--- config.mk ---
export PLATFORM = sky130hd
export DESIGN_NAME = dbm_term_mult
export DESIGN_NICKNAME = d
export VERILOG_FILES = /design/src/rtl/dbm_pkg.sv /design/src/rtl/dbm_lshift.sv /design/src/rtl/dbm_base_gen.sv /design/src/rtl/dbm_term_slot.sv /design/src/rtl/dbm_term_sum.sv /design/src/rtl/dbm_term_mult.sv
export SDC_FILE = /design/constraint.sdc
export NUM_CORES = 1
export LEC_CHECK = 0
export CORE_MARGIN = 1.5
export CORE_UTILIZATION = 61
export CTS_CLUSTER_DIAMETER = 80
export CTS_CLUSTER_SIZE = 8
export DETAILED_ROUTE_END_ITERATION = 10
export DONT_BUFFER_PORTS = 1
export GPL_TIMING_DRIVEN = 0
export PLACE_DENSITY_LB_ADDON = 0.1
export SYNTH_ARGS = -nofsm -noshare
export SYNTH_HDL_FRONTEND = slang
export SYNTH_SLANG_ARGS = --single-unit
export TNS_END_PERCENT = 5
--- constraint.sdc ---
create_clock -name clk_i -period 0.8 [get_ports clk_i]
set_input_delay 0 -clock clk_i [delete_from_list [all_inputs] [get_ports clk_i]]
set_output_delay 0 -clock clk_i [all_outputs]
set_load 0.03 [all_outputs]
--- src/rtl/dbm_pkg.sv ---
package dbm_pkg;

  localparam int unsigned MAG_W   = 8;
  localparam int unsigned N_SLOTS = 3;
  localparam int unsigned SEL_W   = 2;
  localparam int unsigned SH_W    = 3;
  localparam int unsigned CS_W    = 3;
  localparam int unsigned SLOT_W  = SEL_W + SH_W;
  localparam int unsigned CTRL_W  = N_SLOTS * SLOT_W + CS_W + 1;
  localparam int unsigned N_MULT  = 5;
  localparam int unsigned N_CAND  = 3;

  typedef enum logic [2:0] {
    MULT_X1  = 3'd0,
    MULT_X3  = 3'd1,
    MULT_X9  = 3'd2,
    MULT_X27 = 3'd3,
    MULT_X5  = 3'd4
  } mult_e;

  typedef enum logic [SEL_W-1:0] {
    SEL_ZERO = 2'd0,
    SEL_X    = 2'd1,
    SEL_LO   = 2'd2,
    SEL_HI   = 2'd3
  } sel_e;

  typedef struct packed {
    logic [SH_W-1:0] shift;
    sel_e            sel;
  } slot_ctrl_t;

  typedef struct packed {
    logic                          sign;
    logic [CS_W-1:0]               cshift;
    slot_ctrl_t [N_SLOTS-1:0]      slot;
  } ctrl_t;

  // extra multiples wired to each slot; no slot sees all of them
  function automatic mult_e slot_extra(int unsigned slot, bit upper);
    mult_e r;
    case (slot)
      0:       r = upper ? MULT_X5  : MULT_X3;
      1:       r = upper ? MULT_X27 : MULT_X9;
      default: r = upper ? MULT_X9  : MULT_X3;
    endcase
    return r;
  endfunction

endpackage

--- src/rtl/dbm_lshift.sv ---
module dbm_lshift #(
  parameter int unsigned W   = 24,
  parameter int unsigned SHW = 3
) (
  input  logic [W-1:0]   data_i,
  input  logic [SHW-1:0] amt_i,
  output logic [W-1:0]   data_o
);

  logic [SHW:0][W-1:0] stg;

  assign stg[0] = data_i;

  for (genvar s = 0; s < SHW; s++) begin : g_stage
    assign stg[s+1] = amt_i[s] ? (stg[s] << (1 << s)) : stg[s];
  end

  assign data_o = stg[SHW];

endmodule

--- src/rtl/dbm_base_gen.sv ---
module dbm_base_gen
  import dbm_pkg::*;
#(
  parameter int unsigned SW        = 16,
  parameter int unsigned PW        = SW + MAG_W,
  parameter bit          LOW_DEPTH = 1'b1
) (
  input  logic [SW-1:0]             x_i,
  output logic [N_MULT-1:0][PW-1:0] mult_o
);

  logic [PW-1:0] x1, x3, x5, x9, x27;

  assign x1 = {{(PW-SW){x_i[SW-1]}}, x_i};
  assign x3 = x1 + (x1 << 1);
  assign x5 = x1 + (x1 << 2);

  if (LOW_DEPTH) begin : g_flat
    // 9x beside 3x, 27x from 3x: two adder levels
    assign x9  = x1 + (x1 << 3);
    assign x27 = x3 + (x3 << 3);
  end else begin : g_chain
    assign x9  = x3 + (x3 << 1);
    assign x27 = x9 + (x9 << 1);
  end

  always_comb begin
    mult_o           = '0;
    mult_o[MULT_X1]  = x1;
    mult_o[MULT_X3]  = x3;
    mult_o[MULT_X9]  = x9;
    mult_o[MULT_X27] = x27;
    mult_o[MULT_X5]  = x5;
  end

endmodule

--- src/rtl/dbm_term_slot.sv ---
module dbm_term_slot
  import dbm_pkg::*;
#(
  parameter int unsigned PW = 24
) (
  input  logic [N_CAND-1:0][PW-1:0] cand_i,  // {hi, lo, x}
  input  slot_ctrl_t                ctrl_i,
  output logic [PW-1:0]             term_o
);

  logic [PW-1:0] pick;

  always_comb begin
    case (ctrl_i.sel)
      SEL_X:   pick = cand_i[0];
      SEL_LO:  pick = cand_i[1];
      SEL_HI:  pick = cand_i[2];
      default: pick = '0;
    endcase
  end

  dbm_lshift #(.W(PW), .SHW(SH_W)) u_shift (
    .data_i (pick),
    .amt_i  (ctrl_i.shift),
    .data_o (term_o)
  );

endmodule

--- src/rtl/dbm_term_sum.sv ---
module dbm_term_sum
  import dbm_pkg::*;
#(
  parameter int unsigned PW = 24,
  parameter int unsigned N  = N_SLOTS
) (
  input  logic [N-1:0][PW-1:0] term_i,
  input  logic [CS_W-1:0]      cshift_i,
  output logic [PW-1:0]        sum_o
);

  logic [PW-1:0] acc;

  // wraps mod 2^PW; a valid encoding lands inside the range
  always_comb begin
    acc = '0;
    for (int k = 0; k < N; k++) acc = acc + term_i[k];
  end

  dbm_lshift #(.W(PW), .SHW(CS_W)) u_cshift (
    .data_i (acc),
    .amt_i  (cshift_i),
    .data_o (sum_o)
  );

endmodule

--- src/rtl/dbm_term_mult.sv ---
module dbm_term_mult
  import dbm_pkg::*;
#(
  parameter int unsigned SW = 16,
  parameter bit LOW_DEPTH   = 1'b1
) (
  input  logic                 clk_i,
  input  logic                 rst_ni,
  input  logic                 load_i,
  input  logic [SW-1:0]        sample_i,
  input  logic [CTRL_W-1:0]    ctrl_i,
  output logic [SW+MAG_W-1:0]  prod_o,
  output logic                 sign_o
);

  localparam int unsigned PW = SW + MAG_W;

  ctrl_t                      ctrl;
  logic [N_MULT-1:0][PW-1:0]  mult;
  logic [N_SLOTS-1:0][PW-1:0] term;
  logic [PW-1:0]              prod_d, prod_q;
  logic                       sign_q;

  assign ctrl = ctrl_t'(ctrl_i);

  dbm_base_gen #(.SW(SW), .PW(PW), .LOW_DEPTH(LOW_DEPTH)) u_base (
    .x_i    (sample_i),
    .mult_o (mult)
  );

  for (genvar g = 0; g < N_SLOTS; g++) begin : g_slot
    localparam mult_e LO = slot_extra(g, 1'b0);
    localparam mult_e HI = slot_extra(g, 1'b1);
    logic [N_CAND-1:0][PW-1:0] cand;
    assign cand = {mult[HI], mult[LO], mult[MULT_X1]};
    dbm_term_slot #(.PW(PW)) u_slot (
      .cand_i (cand),
      .ctrl_i (ctrl.slot[g]),
      .term_o (term[g])
    );
  end

  dbm_term_sum #(.PW(PW), .N(N_SLOTS)) u_sum (
    .term_i   (term),
    .cshift_i (ctrl.cshift),
    .sum_o    (prod_d)
  );

  always_ff @(posedge clk_i or negedge rst_ni) begin
    if (!rst_ni) begin
      prod_q <= '0;
      sign_q <= 1'b0;
    end else if (load_i) begin
      prod_q <= prod_d;
      sign_q <= ctrl.sign;
    end
  end

  assign prod_o = prod_q;
  assign sign_o = sign_q;

endmodule

==> Word-level counts from Yosys, hierarchy flattened <==
Cells that the tools add are included.
{ "op_classes": {"add_sub_neg": 6, "n_eq_ne": 9, "mux": 15} }
{ "ops": {"columns": ["cell", "count"], "rows": [
  ["two-way mux 24 bit", 12],
  ["case mux 24 bit (3 select lines)", 3],
  ["adder 24 bit", 2],
  ["adder 18 x 21 -> 22 bit", 1],
  ["adder 16 x 19 -> 20 bit", 1],
  ["adder 16 x 18 -> 19 bit", 1],
  ["adder 16 x 17 -> 18 bit", 1],
  ["== test 2 bit (second input constant)", 6],
  ["== test 2 x 1 -> 1 bit (second input constant)", 3]
]} }
{ "word_totals": {"regBits": 25, "in_bits": 38, "word_cells": 32} }

==> Longest topological paths before layout <==
{ "depth": {"depth_word": 11, "depth_mapped": 33, "ltp_nobuf": 33} }

==> By module <==
Synthesis repeated with hierarchy kept, for this count alone.
{ "unflattened": {"cells_unflattened": 1275, "area_unflattened_um2": 11439.7} }
{ "modules_own_cells": {"columns": ["mod", "instances", "cells_per_inst", "area_each_um2"], "rows": [
  ["dbm_lshift", 4, 118, 944.7],
  ["dbm_base_gen", 1, 393, 3016.6],
  ["dbm_term_slot", 3, 58, 666.9],
  ["dbm_term_sum", 1, 183, 1610.3],
  ["dbm_term_mult", 1, 53, 1033.5]
]} }

==> Worst setup path before layout <==
No wires, ideal clock.
{ "synth_timing": {"path_type": "in2reg", "start": "input sample_i[0]", "end": "register prod_q[23], in the netlist prod_o[23]", "setup_ns": 0.131, "arrival_time_ns": 6.934, "required_ns": 0.669, "path_slack_ns": -6.266, "cell_stages": 31, "cell_sequence": "ha_1 fa_1 a211oi_1 o21ai_1 xnor2_1 inv_1 ha_1 a21oi_1 o21ai_0 o31ai_1 o31ai_4 a31oi_2 xor2_1 a21oi_1 o21ai_0 inv_1 mux4_2 mux2_2 fa_1 ha_1 and3_1 a2111o_1 a31oi_1 o31a_1 o2111ai_1 a21oi_1 xnor2_1 xnor2_1 xnor2_1 o2111a_1 or3_1"} }
{ "synth_via": {"elab_chain_len": 11, "word_cells_on_any_way": 21, "classes_between": "add/sub (6); mux (15)"} }
{ "synth_lines": {"columns": ["item", "line_no", "rtl"], "rows": [
  ["start: declaration", "dbm_term_mult.sv:10", "input logic [SW-1:0] sample_i,"],
  ["adder 16 x 17 -> 18 bit", "dbm_base_gen.sv:15", "assign x3 = x1 + (x1 << 1);"],
  ["adder 18 x 21 -> 22 bit", "dbm_base_gen.sv:21", "assign x27 = x3 + (x3 << 3);"],
  ["case mux 24 bit (3 select lines)", "dbm_term_slot.sv:14", "case (ctrl_i.sel)"],
  ["two-way mux 24 bit (3 in a row)", "dbm_lshift.sv:15", "assign stg[s+1] = amt_i[s] ? (stg[s] << (1 << s)) : stg[s];"],
  ["adder 24 bit", "dbm_term_sum.sv:17", "for (int k = 0; k < N; k++) acc = acc + term_i[k];"],
  ["adder 24 bit *", "dbm_term_sum.sv:17", null],
  ["two-way mux 24 bit * (3 in a row)", "dbm_lshift.sv:15", null],
  ["end signal: assignment", "dbm_term_mult.sv:54", "prod_q <= prod_d;"],
  ["end: declaration", "dbm_term_mult.sv:21", "logic [PW-1:0] prod_d, prod_q;"]
]} }
Every way passes the cells marked *; elsewhere a longest branch is shown, timed or not.
A chain may end at the register's enable or synchronous reset.

==> Worst setup path in the final report <==
Ends and elaborated chain as after synthesis.

==> impl_metrics.ini <==
[placement]
globalplace.congestion = 0.9717
dp_hpwl_um = 24780
pre_cts_ws_ns = -7.248
port_buffers = 0

[clock_network]
cts_tree = done
cts_buffer_depth = 2
insertion_delay_ns = 0.26
cts-buffers-inserted = 3
cts.sinks = 25
path_clk_slew_ns = 0.06
cts-root-buf = clkbuf_16
cts_max_level = 1

[cells_and_area]
regArea_um2 = 626.9
area_growth_pct = 12.05
drive_above_1_share_pct = 14.40
diodes = 0
n_fill_cell = 1341
multi_input_area_um2 = 8882
final_util_pct = 69.61
final_nets = 1488

[sta]
timing.fmax_mhz = 143.2
setup_viol = 50
worst_pin_slew_ns = 1.091
fin_skew_ns = 0
max_slew_margin_pct = 27.00
period_minus_slack_ns = 6.985
fin_crit_sh_pct = 873.1
hold_viol = 0
maxSlewViolCount = 0
rsz0062_at_grt = true
layout_setup_ws_ns = -6.185
timing.hold.ws_ns = 0.02404

[power]
irDropWorstVdd_v = 0.002853
powerDensity_nw_per_um2 = 2561
finalPower_w = 0.02699
power_leakage_nw = 4.493

[yosys]
netlist.area_leader.share_pct = 10.77
synth_most_common_cell = nor2_1
synthAdderAreaFrac_pct = 16.73
synth_cell_types = 83
synth_mux_area_share_pct = 14.89
yosysWarningCount = 0
syn_nets = 1460
ys_seq_elements = 25
netlist_instances = 1313
synth_top_family_by_area = compound AO/OA/AOI/OAI gates
synth_edf_count = 0
ys_seq_area_share_pct = 6.649
netlist_area_um2 = 9409
synth_common_cells = nor2_1 (156), a21oi_1 (127), nand2_1 (125)
synth_ff_type = dfrtp_1
syn_area_per_cell_um2 = 7.166
synth_top_area_cell = ha_1
yosys.area_share.simple_pct = 18.63
synthArstFlopShare_pct = 100.0
synth_compound_area_share_pct = 31.26
synth.area.top_cells = ha_1 (11%), mux2i_1 (9.1%), a21oi_1 (6.8%)
synthXorXnorAreaFrac_pct = 6.383

[run_status]
violations = setup timing
status = finished, violations left

[die]
die_h_um = 127.2
die_width_um = 127.2
start_util_pct = 62.12
rows = 45
core_area_um2 = 15150
pin_count = 63
dieArea_um2 = 16180

[worst_hold_path]
hold_class = input port to flip-flop
min_from = ctrl_i[17]
hold_path_depth = 3

[critical_path]
rrSetupSlack_ns = -0.42
worstRegToRegCells = 3
cp-start-kind = input port
cp_top_family = compound AO/OA/AOI/OAI gates
crit_start = sample_i[0]
cp.depth = 30
max_stage_delay_ns = 0.56
path_buf_inv = 3
cp_slowest_cell = or4b_4
cp.arrival_ns = 7.12
critical_path_class = input port to flip-flop
r2r-start = prod_o[23]
cp_max_fo = 8
crit_path_end_kind = flip-flop
critPathRequiredTime_ns = 0.94

[route]
drtIter0Drc = 871
final_antenna_net_count = 0
route.detailed.drc = 0
viasPerCell = 6.712
drt_pass1_iterations = 7
detail_route.wl_per_cell_um = 20.86
routed-via-count = 10260
routed_wl_um = 31870

[global_route]
grt_use_total_pct = 38.45
grt_pass1_vias = 9298
grt_pass1_wl_um = 49100
overflow = 0
antenna_found_initial = 0
grt_max_degree = 26

[run]
max-cap-violations = 0
## sequential cells by signal, summed over array words and instances, names as in the netlist
signal	cells
prod_o	24
sign_o	1
## worst paths after layout
| path | endpoint |
|---|---|
| setup / recovery | prod_o[23] |
| hold / removal | prod_o[0] |
| setup reg to reg | prod_o[23] |
| hold reg to reg | sign_o |
| max in group asynchronous | sign_o |
| min in group asynchronous | prod_o[14] |
## final cells by class
cell class / count / area share, %
inverter: 59 / 2.101
clock buffer: 3 / 0.7121
multi-input combinational: 1153 / 84.25
sequential: 25 / 5.946
tap: 188 / 2.231
clock inverter: 1 / 0.07121
buffer: 76 / 3.003
timing repair buffer: 23 / 1.685
## stage by stage
stage	setup TNS, ns	instance area [um^2]	cells
final	-113.39	10540	1528
after detailed placement	-124.42	9796	1501
after floorplan	-98.59	9560	1313
after CTS	-111.79	10360	1522
after global placement	-123.44	9796	1501
after global routing	-124.16	10540	1528
## logic make-up (layout without fill, tap and decap cells)
kind of cell / after synthesis / count (layout)
AO/OA/AOI/OAI: 456 / 456
AND/OR/NAND/NOR: 391 / 391
XOR/XNOR: 67 / 67
buffers and inverters: 135 / 162
adder cells (fa/ha/maj): 109 / 109
flip-flops: 25 / 25
multiplexers: 130 / 130
## layout by cell type, fill, tap and decap left out, drive strengths merged, types with 7 or more instances in the layout
master / instances
a31oi: 19
o22ai: 7
nand2: 125
o21bai: 11
clkbuf: 65
o21a: 17
a21o: 31
or3: 7
xor2: 30
o31ai: 8
a211oi: 20
nand3: 14
and2: 8
a22o: 7
o211ai: 23
mux2: 40
fa: 28
nand2b: 9
nor3: 25
ha: 81
xnor2: 36
dfrtp: 25
a21oi: 129
mux2i: 86
nor2: 156
buf: 35
inv: 55
nor2b: 11
o21ai: 118
## metal layers
layer	track usage, %	vias to the layer above	wire [um]
li1	-	4861	-
met2	58.95	521	13640
met4	9.291	0	862
met3	8.794	86	3815
met1	54.76	4788	13550
met5	0	-	0
## worst min-delay path, stage by stage
cell	delay, ns
nor2_1	0.07
nand2_1	0.09
o22ai_1	0.08
## power by group
group / leakage [nW] / switching [W] / internal, W
clock: 0.0371 / 0.000429 / 0.000678
sequential: 0.295 / 0.00121 / 0.00171
combinational: 4.16 / 0.0132 / 0.00973
## timing repair
action | CTS | global route
hold endpoints to repair | 26 | 0
hold buffers | 2 | 0
gates resized for setup | 85 | 23
endpoints found under the setup margin | 26 | 58
pin swaps | 36 | 16
setup buffers | 15 | 6
Power figures use the tool's default switching activity.
